<file path="config.mk">
export PLATFORM = sky130hd
export DESIGN_NAME = redund_role_ctl
export DESIGN_NICKNAME = d
export VERILOG_FILES = /design/src/rtl/redund_role_pkg.sv /design/src/rtl/redund_role_next.sv /design/src/rtl/redund_role_reg.sv /design/src/rtl/redund_role_ctl.sv
export SDC_FILE = /design/constraint.sdc
export NUM_CORES = 1
export LEC_CHECK = 0
export ABC_AREA = 1
export BUFFER_PORTS_ARGS = -buffer_cell sky130_fd_sc_hd__buf_2
export CAP_MARGIN = 15
export CORE_AREA = 10 10 47 49
export DETAILED_ROUTE_END_ITERATION = 8
export DIE_AREA = 0 0 57 59
export PLACE_DENSITY = 0.35
export RECOVER_POWER = 50
export SETUP_SLACK_MARGIN = 0.1
export SLEW_MARGIN = 20
export SYNTH_ARGS = -nofsm -noshare
export SYNTH_HDL_FRONTEND = slang
export SYNTH_SLANG_ARGS = --single-unit
</file>
<file path="constraint.sdc">
create_clock -name clk -period 1.8 [get_ports clk]
set_input_delay 0.45 -clock clk [delete_from_list [all_inputs] [get_ports clk]]
set_output_delay 0.45 -clock clk [all_outputs]
set_load 0.05 [all_outputs]
</file>
<file path="src/rtl/redund_role_pkg.sv">
package redund_role_pkg;

   localparam int ROLE_W = 2;

   typedef enum logic [ROLE_W-1:0] {
      ROLE_MSTR_ACT = 2'd0,
      ROLE_SLV_STBY = 2'd1,
      ROLE_SLV_ACT  = 2'd2,
      ROLE_MSTR_SUB = 2'd3
   } role_e;

   function automatic logic role_drives(input role_e r);
      return (r == ROLE_MSTR_ACT) || (r == ROLE_SLV_ACT);
   endfunction

endpackage

</file>
<file path="src/rtl/redund_role_next.sv">
module redund_role_next
   import redund_role_pkg::*;
(
   input  role_e cur,
   input  logic  peer_down,
   input  logic  peer_rise,
   input  logic  frm_ok,
   input  logic  tbl_ok,
   input  logic  restore,
   output role_e nxt
);
   logic aligned;
   assign aligned = frm_ok & tbl_ok;

   always_comb begin
      nxt = cur;
      unique case (cur)
         ROLE_MSTR_ACT: if (peer_rise)           nxt = ROLE_MSTR_SUB;
         ROLE_MSTR_SUB: if (restore && aligned)  nxt = ROLE_MSTR_ACT;
         ROLE_SLV_STBY: if (peer_down)           nxt = ROLE_SLV_ACT;
         ROLE_SLV_ACT:  if (!peer_down)          nxt = ROLE_SLV_STBY;
         default:                                nxt = cur;
      endcase
   end
endmodule

</file>
<file path="src/rtl/redund_role_reg.sv">
module redund_role_reg
   import redund_role_pkg::*;
(
   input  logic  clk,
   input  logic  rst_n,
   input  role_e boot_role,
   input  role_e nxt,
   output role_e cur,
   output logic  drive
);
   always_ff @(posedge clk) begin
      if (!rst_n) begin
         cur   <= boot_role;
         drive <= role_drives(boot_role);
      end else begin
         cur   <= nxt;
         drive <= role_drives(nxt);
      end
   end
endmodule

</file>
<file path="src/rtl/redund_role_ctl.sv">
module redund_role_ctl
   import redund_role_pkg::*;
(
   input  logic              clk,
   input  logic              rst_n,
   input  logic              cfg_is_master,
   input  logic              peer_fail,
   input  logic              frame_locked,
   input  logic              table_synced,
   input  logic              restore_req,
   output logic              drive_en,
   output logic [ROLE_W-1:0] role
);
   role_e cur_role, nxt_role, boot_role;
   logic  peer_q;
   logic  peer_rise;

   // Previous partner flag; loaded during reset so no false edge follows.
   always_ff @(posedge clk) begin
      peer_q <= peer_fail;
   end

   assign peer_rise = peer_fail & ~peer_q;

   always_comb begin
      if (!cfg_is_master)  boot_role = ROLE_SLV_STBY;
      else if (peer_fail)  boot_role = ROLE_MSTR_SUB;
      else                 boot_role = ROLE_MSTR_ACT;
   end

   redund_role_next u_next (
      .cur       (cur_role),
      .peer_down (peer_fail),
      .peer_rise (peer_rise),
      .frm_ok    (frame_locked),
      .tbl_ok    (table_synced),
      .restore   (restore_req),
      .nxt       (nxt_role)
   );

   redund_role_reg u_reg (
      .clk       (clk),
      .rst_n     (rst_n),
      .boot_role (boot_role),
      .nxt       (nxt_role),
      .cur       (cur_role),
      .drive     (drive_en)
   );

   assign role = cur_role;
endmodule

</file>
# After elaboration in Yosys (flattened, before gate mapping)
# Cells that the tools add are included.
[word_totals]
output_inout_bits = 3
regBits = 4
[classes]
reduce_logical = 6
n_eq_ne = 5
n_bitwise = 3
muxes = 9
[op_table]
columns = ["op", "count"]
rows = [
  ["2-bit 2-to-1 mux", 7],
  ["2-bit equality test, second input constant", 4],
  ["2-bit case mux with 4 select lines", 1],
  ["2-bit logical NOT", 3],
  ["1-bit bitwise AND", 2],
  ["2-bit by 1-bit equality test with 1-bit output, second input constant", 1],
  ["1-bit logical OR", 2],
  ["1-bit logical AND", 1],
  ["1-bit 2-to-1 mux", 1],
  ["1-bit inverter", 1],
]

# Logic depth before layout (Yosys ltp)
# Gate-level depths: netlist of run 1.
[depth]
word_depth = 7
ltp_mapped = 6

# Modules after synthesis
# Synthesis of run 1 repeated with hierarchy kept, for this count alone.
[unflattened]
cells_unflattened = 34
hier_area_um2 = 202.7
[modules_own_cells]
columns = ["mod", "cells_each", "area_each_um2", "instances", "seq_area_each_um2"]
rows = [
  ["redund_role_reg", 15, 105.1, 1, 60.1],
  ["redund_role_next", 13, 56.3, 1, 0.0],
  ["redund_role_ctl", 6, 41.3, 1, 20.0],
]

# Worst setup path before layout of run 1
# OpenSTA, ideal clock, no wires.
[synth_path]
path_kind = "register -> register"
from = "reg u_reg.cur[0]"
to = "reg u_reg.cur[0]"
path_buffers = 0
slack_ns = 0.616
required_ns = 1.684
period_less_slack_ns = 1.184
arrival_time_ns = 1.068
setup_ns = 0.116
path_stages_with_launch = 6
cell_sequence = "dfxtp_1 -> nand2_2 -> nand3_2 -> nand2_2 -> nor2_2 -> nor2_2"
[synth_between]
elab_chain_len = 3
[synth_lines]
columns = ["element", "line_no", "text"]
rows = [
  ["from (decl)", "redund_role_reg.sv:8", "output role_e cur,"],
  ["from (signal assigned)", "redund_role_reg.sv:13", "cur <= boot_role;"],
  ["from (signal assigned)", "redund_role_reg.sv:16", "cur <= nxt;"],
  ["2-bit equality test, or another cell as far along", "redund_role_next.sv:17", "unique case (cur)"],
  ["2-bit case mux with 4 select lines *", "redund_role_next.sv:17", ""],
  ["2-bit 2-to-1 mux *", "redund_role_reg.sv:12", "if (!rst_n) begin"],
]
# Every way passes the cells marked *; elsewhere a longest branch is shown, timed or not.

# Worst setup path after layout of run 1
[layout_path]
from = "reg u_reg.cur[1]"
to = "out role[1]"
[layout_rtl]
columns = ["element", "line_no", "text"]
rows = [
  ["to (decl)", "redund_role_ctl.sv:12", "output logic [ROLE_W-1:0] role"],
]
# No word-level cell between the ends.

==> impl_metrics.toml, run 1 <==
[clocking]
cts_buffers = 3
cts_setup_buffers = 0
ctsHoldBuffers = 0
cts_tree = "built"
cts_sinks = 4
cts_root_buf = "clkbuf_4"
cts.reportedPaths.clkPinSlew_ns = 0.04
cts_resized = 0
clk_latency_ns = 0.23
cts_buffer_depth = 2
htree_levels = 1

[power]
p_leak_nw = 0.166
power_frac_comb_pct = 33.2
pwr-share-seq_pct = 33.9
power.internal_mw = 0.208
ir_worst_vdd_mv = 0.232
power.net_switching_mw = 0.120
clockPowerShare_pct = 32.9
switching_share_pct = 36.7
powerDensity_nw_per_um2 = 1080

[min_path]
hold_path.class = "in2reg"
hold_depth = 1
min_delay_worst_endpoint = "peer_q"
hold_path.startpoint = "peer_fail"

[layout]
final_cell_mix = "8 x nand2_1, 8 x buf_2, 4 x nand2_2, 4 x dfxtp_1"
diodes = 0
nets = 51
area_growth_pct = 38.1
layout-drive-gt1-share_pct = 52.4

[floorplanning]
io_pins = 10
die_w_um = 57
fp-row-count = 14
start_util_pct = 15.7
dieArea_um2 = 3360
core_um2 = 1400
die_h_um = 59

[global_routing]
grt_max_degree = 5
grt_pass1_vias = 207
antenna_found_initial = 0
grt_overflow = 0
grt_pass1_wl_um = 821
track_usage_pct = 3.37

[critical_path]
worst-path-stages = 1
required_ns = 1.35
reg2reg_to = "u_reg.cur[0]"
crit_chain = "buf_2"
rrSetupSlack_ns = 0.94
critPathBufInv = 1
arrival_ns = 0.89
path_max_fanout = 4
slowest_delay_ns = 0.37
crit_slowest_cell = "dfxtp_1"
end_kind = "primary output"
crit_path_start_kind = "register"
r2r_start = "u_reg.cur[1]"
critical-path-top-delay-family = "flip-flops"
criticalPathCategory = "reg2out"
reg2reg_depth = 5

[placed_design]
post-place-ws_ns = 0.683
portBuffers = 9
hpwl_um = 447
gp_congestion = 0.684

[routing]
totalWireLength_um = 486
drt-pass1-iter-count = 1
drt_iter0_drc = 0
num_vias = 206
wl_per_cell_um = 8.38
avgViaCountPerCell = 3.55
drc_errors = 0
ant_nets = 0

[synth]
synth.net_count = 37
synth_warnings = 0
synth_cell_types = 11
seq_area_frac_synth_pct = 36.4
syn_area_um2 = 220
syn_inst = 30
avgSynthCellArea_um2 = 7.34
synth_seq_cells = 4

[sta]
grt_setup_unrepaired = "false"
finalHoldViolCount = 0
finalCriticalPeriod_ns = 1.34
maxSlewViolCount = 0
clock_skew_ns = 0.00197
period_share_pct = 74.7
fmax_ghz = 0.744
setup_ws_ns = 0.455
worstMarginPinSlew_ns = 0.252
relSlewSlack_pct = 83.3
setup_viol = 0
tns_ns = 0

[flow_run]
maxCapViolations = 0

[outcome]
outcome = "finished clean"
==> worst max-delay path by stage <==
stage	start	endpoint	slack, ns
global placement	u_reg.cur[1]	role[1]	0.68
detailed placement	u_reg.cur[1]	role[1]	0.68
finish	u_reg.cur[1]	role[1]	0.46
global route	u_reg.cur[1]	role[1]	0.42
floorplan	u_reg.cur[0]	u_reg.cur[0]	0.62
CTS	u_reg.cur[1]	role[1]	0.42
==> kinds of logic after synthesis <==
logic type             share of synthesized area [%]
buffers and inverters                           8.52
and+or+nand+nor                                 51.7
DFF                                             36.4
AOI/OAI and AO/OA                               3.41
==> cell type report <==
cell class	instances	area, µm²
repair buffers	9	43.8
inverters	5	18.8
flip-flops and latches	4	80.1
clock buffers	3	22.5
well taps	16	20.0
multi-input cells	21	119
fillers	168	1100
==> through the flow <==
stage               power [mW]  utilization [%]  hold slack, ns  instances  cell area (µm²)
global placement         0.228             20.4           0.611         55              285
detailed placement       0.228             20.4           0.611         55              285
global route             0.355             21.7           0.414         58              304
floorplan                0.199                -           0.478         30              220
finish                   0.328             21.7           0.405         58              304
CTS                      0.344             22.0           0.362         58              308
==> state kept, by name, summed over array words and instances, names as in the netlist <==
name / cells
u_reg.drive: 1
u_reg.cur: 2
peer_q: 1
==> routing by layer <==
metal | wire length, µm | GRT usage, % | share of wire [%] | vias up
li1 | - | - | - | 114
met1 | 207 | 3.32 | 43 | 83
met2 | 214 | 4.03 | 44 | 7
met3 | 58 | 1.93 | 12 | 2
met4 | 5 | 5.03 | 1.0 | 0
met5 | 0 | 0 | 0 | -
==> power by group through the flow <==
stage / clock, mW / combinational, mW / sequential [mW]
6_report: 0.108 / 0.109 / 0.111
4_1_cts: 0.117 / 0.115 / 0.112
2_1_floorplan: 0 / 0.0465 / 0.152
5_1_grt: 0.122 / 0.119 / 0.114
3_3_place_gp: 0 / 0.115 / 0.113
3_5_place_dp: 0 / 0.114 / 0.113
==> synthesized netlist by cell type <==
| library cell | count | share of area (%) |
|---|---|---|
| inv_1 | 3 | 5.1 |
| nand2_2 | 5 | 14 |
| nor2_4 | 1 | 5.1 |
| inv_2 | 2 | 3.4 |
| dfxtp_1 | 4 | 36 |
| o21bai_1 | 1 | 3.4 |
| nand3_2 | 2 | 9.1 |
| nand2_1 | 7 | 12 |
| nor2_2 | 2 | 5.7 |
| nor2_1 | 2 | 3.4 |
| nand3_1 | 1 | 2.3 |
(Power assumes the default switching activity.)
==> run 2, diff against run 1 <==
PLACE_DENSITY = 0.36   (was 0.35)
clock period = 1.1 ns   (was 1.8 ns; I/O delays follow)
==> run 2 against run 1 <==
- sequential share of layout area is 1.6 points lower
- count of clock-buffer cells in the layout did not move
- first-iteration DRC count rose by 1
- critical path depth unchanged
- total power up 86%
- final area increased by 18%
- clock skew fell by 0.0019 ns
==> impl_metrics.toml, run 2 (synthesis results as in run 1) <==
[clocking]
cts_buffer_depth = 2
cts_root_buf = "clkbuf_4"
cts_buffers = 3
cts_sinks = 4
cts.reportedPaths.clkPinSlew_ns = 0.04
ctsHoldBuffers = 0
htree_levels = 1
cts_tree = "built"
clk_latency_ns = 0.23

[min_path]
hold_path.startpoint = "peer_fail"
hold_path.class = "in2reg"
hold_depth = 1
min_delay_worst_endpoint = "peer_q"

[routing]
wl_per_cell_um = 8.23
avgViaCountPerCell = 3.60
drt_iter0_drc = 1
ant_nets = 0
totalWireLength_um = 494
num_vias = 216
drt-pass1-iter-count = 4
drc_errors = 0

[sta]
worstMarginPinSlew_ns = 0.167
finalCriticalPeriod_ns = 0.988
relSlewSlack_pct = 88.8
tns_ns = 0
whs_ns = 0.228
clock_skew_ns = 0.000106
finalHoldViolCount = 0
period_share_pct = 89.8
setup_viol = 0
maxSlewViolCount = 0
fmax_ghz = 1.01
grt_setup_unrepaired = "true"

[layout]
nets = 53
diodes = 0
utilization_pct = 25.6
filler_cell_count = 174
final_cell_mix = "8 x nand2_1, 5 x buf_2, 3 x inv_1, 3 x nand2_2, 3 x clkbuf_4"
area_growth_pct = 63.1
regMostFlops = "u_reg.cur"
seq_area_um2 = 88.8
final_common_cell = "nand2_1"
largest_reg_flops = 2
reg.largest.list = "u_reg.cur: 2 flops, peer_q: 1 flops, u_reg.drive: 1 flops"
multi_input_area_um2 = 124
layout-drive-gt1-share_pct = 61.4

[floorplanning]
fp-row-count = 14
dieArea_um2 = 3360
die_w_um = 57
start_util_pct = 15.7
core_um2 = 1400
io_pins = 10
die_h_um = 59

[global_routing]
antenna_found_initial = 0
use_met3_pct = 2.58
gr-usage-met2_pct = 3.72
track_usage_pct = 3.41
grt_overflow = 0
grt_pass1_vias = 208
grt_max_degree = 5
grt_pass1_wl_um = 821
use_met1_pct = 3.31
grt_busiest_layer = "met4"

[placed_design]
gp_congestion = 0.688
hpwl_um = 419
portBuffers = 9

[critical_path]
arrival_ns = 0.71
end_kind = "primary output"
crit_slowest_cell = "dfxtp_4"
criticalPathCategory = "reg2out"
reg2reg_to = "u_reg.drive"
r2r_start = "u_reg.cur[1]"
crit_chain = "buf_8"
crit_path_start_kind = "register"
reg2reg_depth = 5
required_ns = 0.82
slowest_delay_ns = 0.34
critical-path-top-delay-family = "flip-flops"
path_max_fanout = 2
rrSetupSlack_ns = 0.14
critPathBufInv = 1

[outcome]
outcome = "finished clean"

[power]
powerDensity_nw_per_um2 = 1700
p_leak_nw = 0.190
ir_worst_vdd_mv = 0.395

[flow_run]
maxCapViolations = 0
run 2: cell types whose count changed in the layout (fill, tap and decap cells not counted), sizes merged:
cell	delta
buf	+2
run 2: final cells by class:
cell class                      instances  share of cell area [%]
Multi-Input combinational cell         21                    34.5
Sequential cell                         4                    24.7
Timing Repair Buffer                   11                    23.7
Clock buffer                            3                    6.27
Tap cell                               16                    5.57
Inverter                                5                    5.23
run 2: how the worst max path moves through the flow:
stage,start,endpoint,slack [ns],depth (start not counted)
global route,u_reg.cur[1],u_reg.drive,0.07,5
floorplan,u_reg.cur[0],u_reg.cur[0],0.12,5
detailed placement,peer_fail,u_reg.cur[0],0.20,7
CTS,u_reg.cur[1],role[1],0.10,1
finish,u_reg.cur[1],role[1],0.11,1
global placement,peer_fail,u_reg.cur[0],0.19,7
run 2: per-layer routing:
| layer | wire length [µm] | vias to the layer above |
|---|---|---|
| met2 | 191 | 9 |
| met5 | 0 | - |
| met4 | 17 | 0 |
| li1 | - | 118 |
| met3 | 56 | 4 |
| met1 | 227 | 85 |
run 2: timing repair:
| action | CTS | global route |
|---|---|---|
| buffers inserted | 2 | 0 |
| resized for setup | 10 | 2 |
| setup endpoints to repair | 3 | 4 |
run 2: power breakdown:
| part | leakage [nW] | internal [mW] | switching (mW) |
|---|---|---|---|
| Sequential | 0.0345 | 0.172 | 0.0142 |
| Clock | 0.0138 | 0.122 | 0.0579 |
| Combinational | 0.142 | 0.101 | 0.143 |
run 2: metrics by stage:
step	setup slack, ns	total power, mW	area (µm²)	std cells
after floorplan	0.117	0.328	223	30
after global placement	0.192	0.375	288	55
after detailed placement	0.202	0.374	288	55
after CTS	0.102	0.618	357	60
after global routing	0.0681	0.661	359	60
final	0.112	0.610	359	60
==> run 3, diff against run 2 <==
RECOVER_POWER = unset   (was 50)
==> run 3 against run 2 <==
- critical path depth unchanged
- combinational power barely moved
- die area did not move
- sequential power barely moved
- first-iteration DRC count did not move
- sequential share of layout area fell by 0.26 points
- via count stayed put
- clock skew did not move
- largest power group unchanged
==> impl_metrics.toml, run 3 (synthesis results as in run 1) <==
[flow_run]
maxCapViolations = 0

[layout]
fin_cells = 60
final_common_cell = "nand2_1"
regMostFlops = "u_reg.cur"
final_cell_mix = "7 x nand2_1, 6 x buf_2, 4 x nand2_2"
diodes = 0
layout-drive-gt1-share_pct = 65.9
largest_reg_flops = 2
reg.largest.list = "u_reg.cur: 2 flops, peer_q: 1 flops, u_reg.drive: 1 flops"
nets = 53
area_growth_pct = 64.8
postLayoutCellArea_um2 = 363

[min_path]
hold_path.class = "in2reg"
hold_depth = 1

[placed_design]
placed_area_um2 = 288
hpwl_um = 419
place_inst = 55
portBuffers = 9
gp_congestion = 0.688

[power]
switching_share_pct = 35.2
p_leak_nw = 0.193
pwr-share-seq_pct = 30.5
power.net_switching_mw = 0.216
powerDensity_nw_per_um2 = 1690
ir_worst_vdd_mv = 0.396
power_frac_comb_pct = 40.1
power.internal_mw = 0.396
fin_total_pwr_mw = 0.612
clockPowerShare_pct = 29.4

[floorplanning]
die_w_um = 57
fp-row-count = 14
io_pins = 10
core_um2 = 1400
start_util_pct = 15.7
dieArea_um2 = 3360
die_h_um = 59

[critical_path]
crit_path_start_kind = "register"
required_ns = 0.82
arrival_ns = 0.71
crit_slowest_cell = "dfxtp_4"
slowest_delay_ns = 0.34
path_max_fanout = 2
critical-path-top-delay-family = "flip-flops"
worst-path-stages = 1
crit_chain = "buf_8"
criticalPathCategory = "reg2out"
reg2reg_depth = 7
end_kind = "primary output"
critPathBufInv = 1

[sta]
worstMarginPinSlew_ns = 0.159
tns_ns = 0
finalCriticalPeriod_ns = 0.988
fmax_ghz = 1.01
maxSlewViolCount = 0
relSlewSlack_pct = 89.3
setup_viol = 0
period_share_pct = 89.8
clock_skew_ns = 0.000106
finalHoldViolCount = 0
grt_setup_unrepaired = "true"

[routing]
wl_per_cell_um = 8.20
avgViaCountPerCell = 3.60
totalWireLength_um = 492
drt_iter0_drc = 1
ant_nets = 0
num_vias = 216
drc_errors = 0
drt-pass1-iter-count = 4

[clocking]
cts_sinks = 4
cts_root_buf = "clkbuf_4"
cts_tree = "built"
htree_levels = 1
clk_latency_ns = 0.23
cts_buffers = 3
cts_buffer_depth = 2
cts.reportedPaths.clkPinSlew_ns = 0.04

[global_routing]
grt_max_degree = 5
antenna_found_initial = 0
grt_overflow = 0
track_usage_pct = 3.41
grt_pass1_vias = 208
grt_pass1_wl_um = 821

[outcome]
outcome = "finished clean"
run 3: cell types whose count changed in the layout (fill, tap and decap cells not counted), sizes merged:
cell    previous run  this run
buf               10        11
clkbuf             4         3
run 3: cell type report:
type | count | area, µm²
Clock buffer | 3 | 22.5
Fill cell | 172 | 1040
Inverter | 5 | 18.8
Multi-Input combinational cell | 21 | 126
Sequential cell | 4 | 88.8
Tap cell | 16 | 20.0
Timing Repair Buffer | 11 | 86.3
run 3: stage by stage:
stage          utilization (%)  setup slack [ns]  hold WS, ns
6_report                  25.9             0.112        0.194
5_1_grt                   25.9            0.0789        0.194
4_1_cts                   25.4             0.102        0.189
3_5_place_dp              20.5             0.202        0.436
3_3_place_gp              20.5             0.192        0.437
2_1_floorplan                -             0.117        0.303
run 3: timing repair:
action	CTS	global route
endpoints found under the setup margin	3	4
resized for setup	10	2
buffers inserted	2	0
hold buffers	0	0
run 3: worst paths after layout:
| path | to | from | slack (ns) |
|---|---|---|---|
| hold / removal | peer_q | peer_fail | 0.19 |
| setup reg to reg | u_reg.cur[0] | u_reg.cur[0] | 0.15 |
| setup / recovery | role[1] | u_reg.cur[1] | 0.11 |
| hold reg to reg | u_reg.cur[1] | peer_q | 0.63 |
run 3: layer usage:
metal	track usage (%)	part of all wire, %
met3	2.58	11
met4	5.03	3.5
met5	0	0
met2	3.72	39
met1	3.31	46
run 3: power groups by stage:
stage | clock network [mW] | logic [mW] | registers, mW
6_report | 0.180 | 0.245 | 0.186
3_3_place_gp | 0 | 0.187 | 0.188
2_1_floorplan | 0 | 0.0759 | 0.252
4_1_cts | 0.190 | 0.243 | 0.186
5_1_grt | 0.209 | 0.265 | 0.189
3_5_place_dp | 0 | 0.185 | 0.189
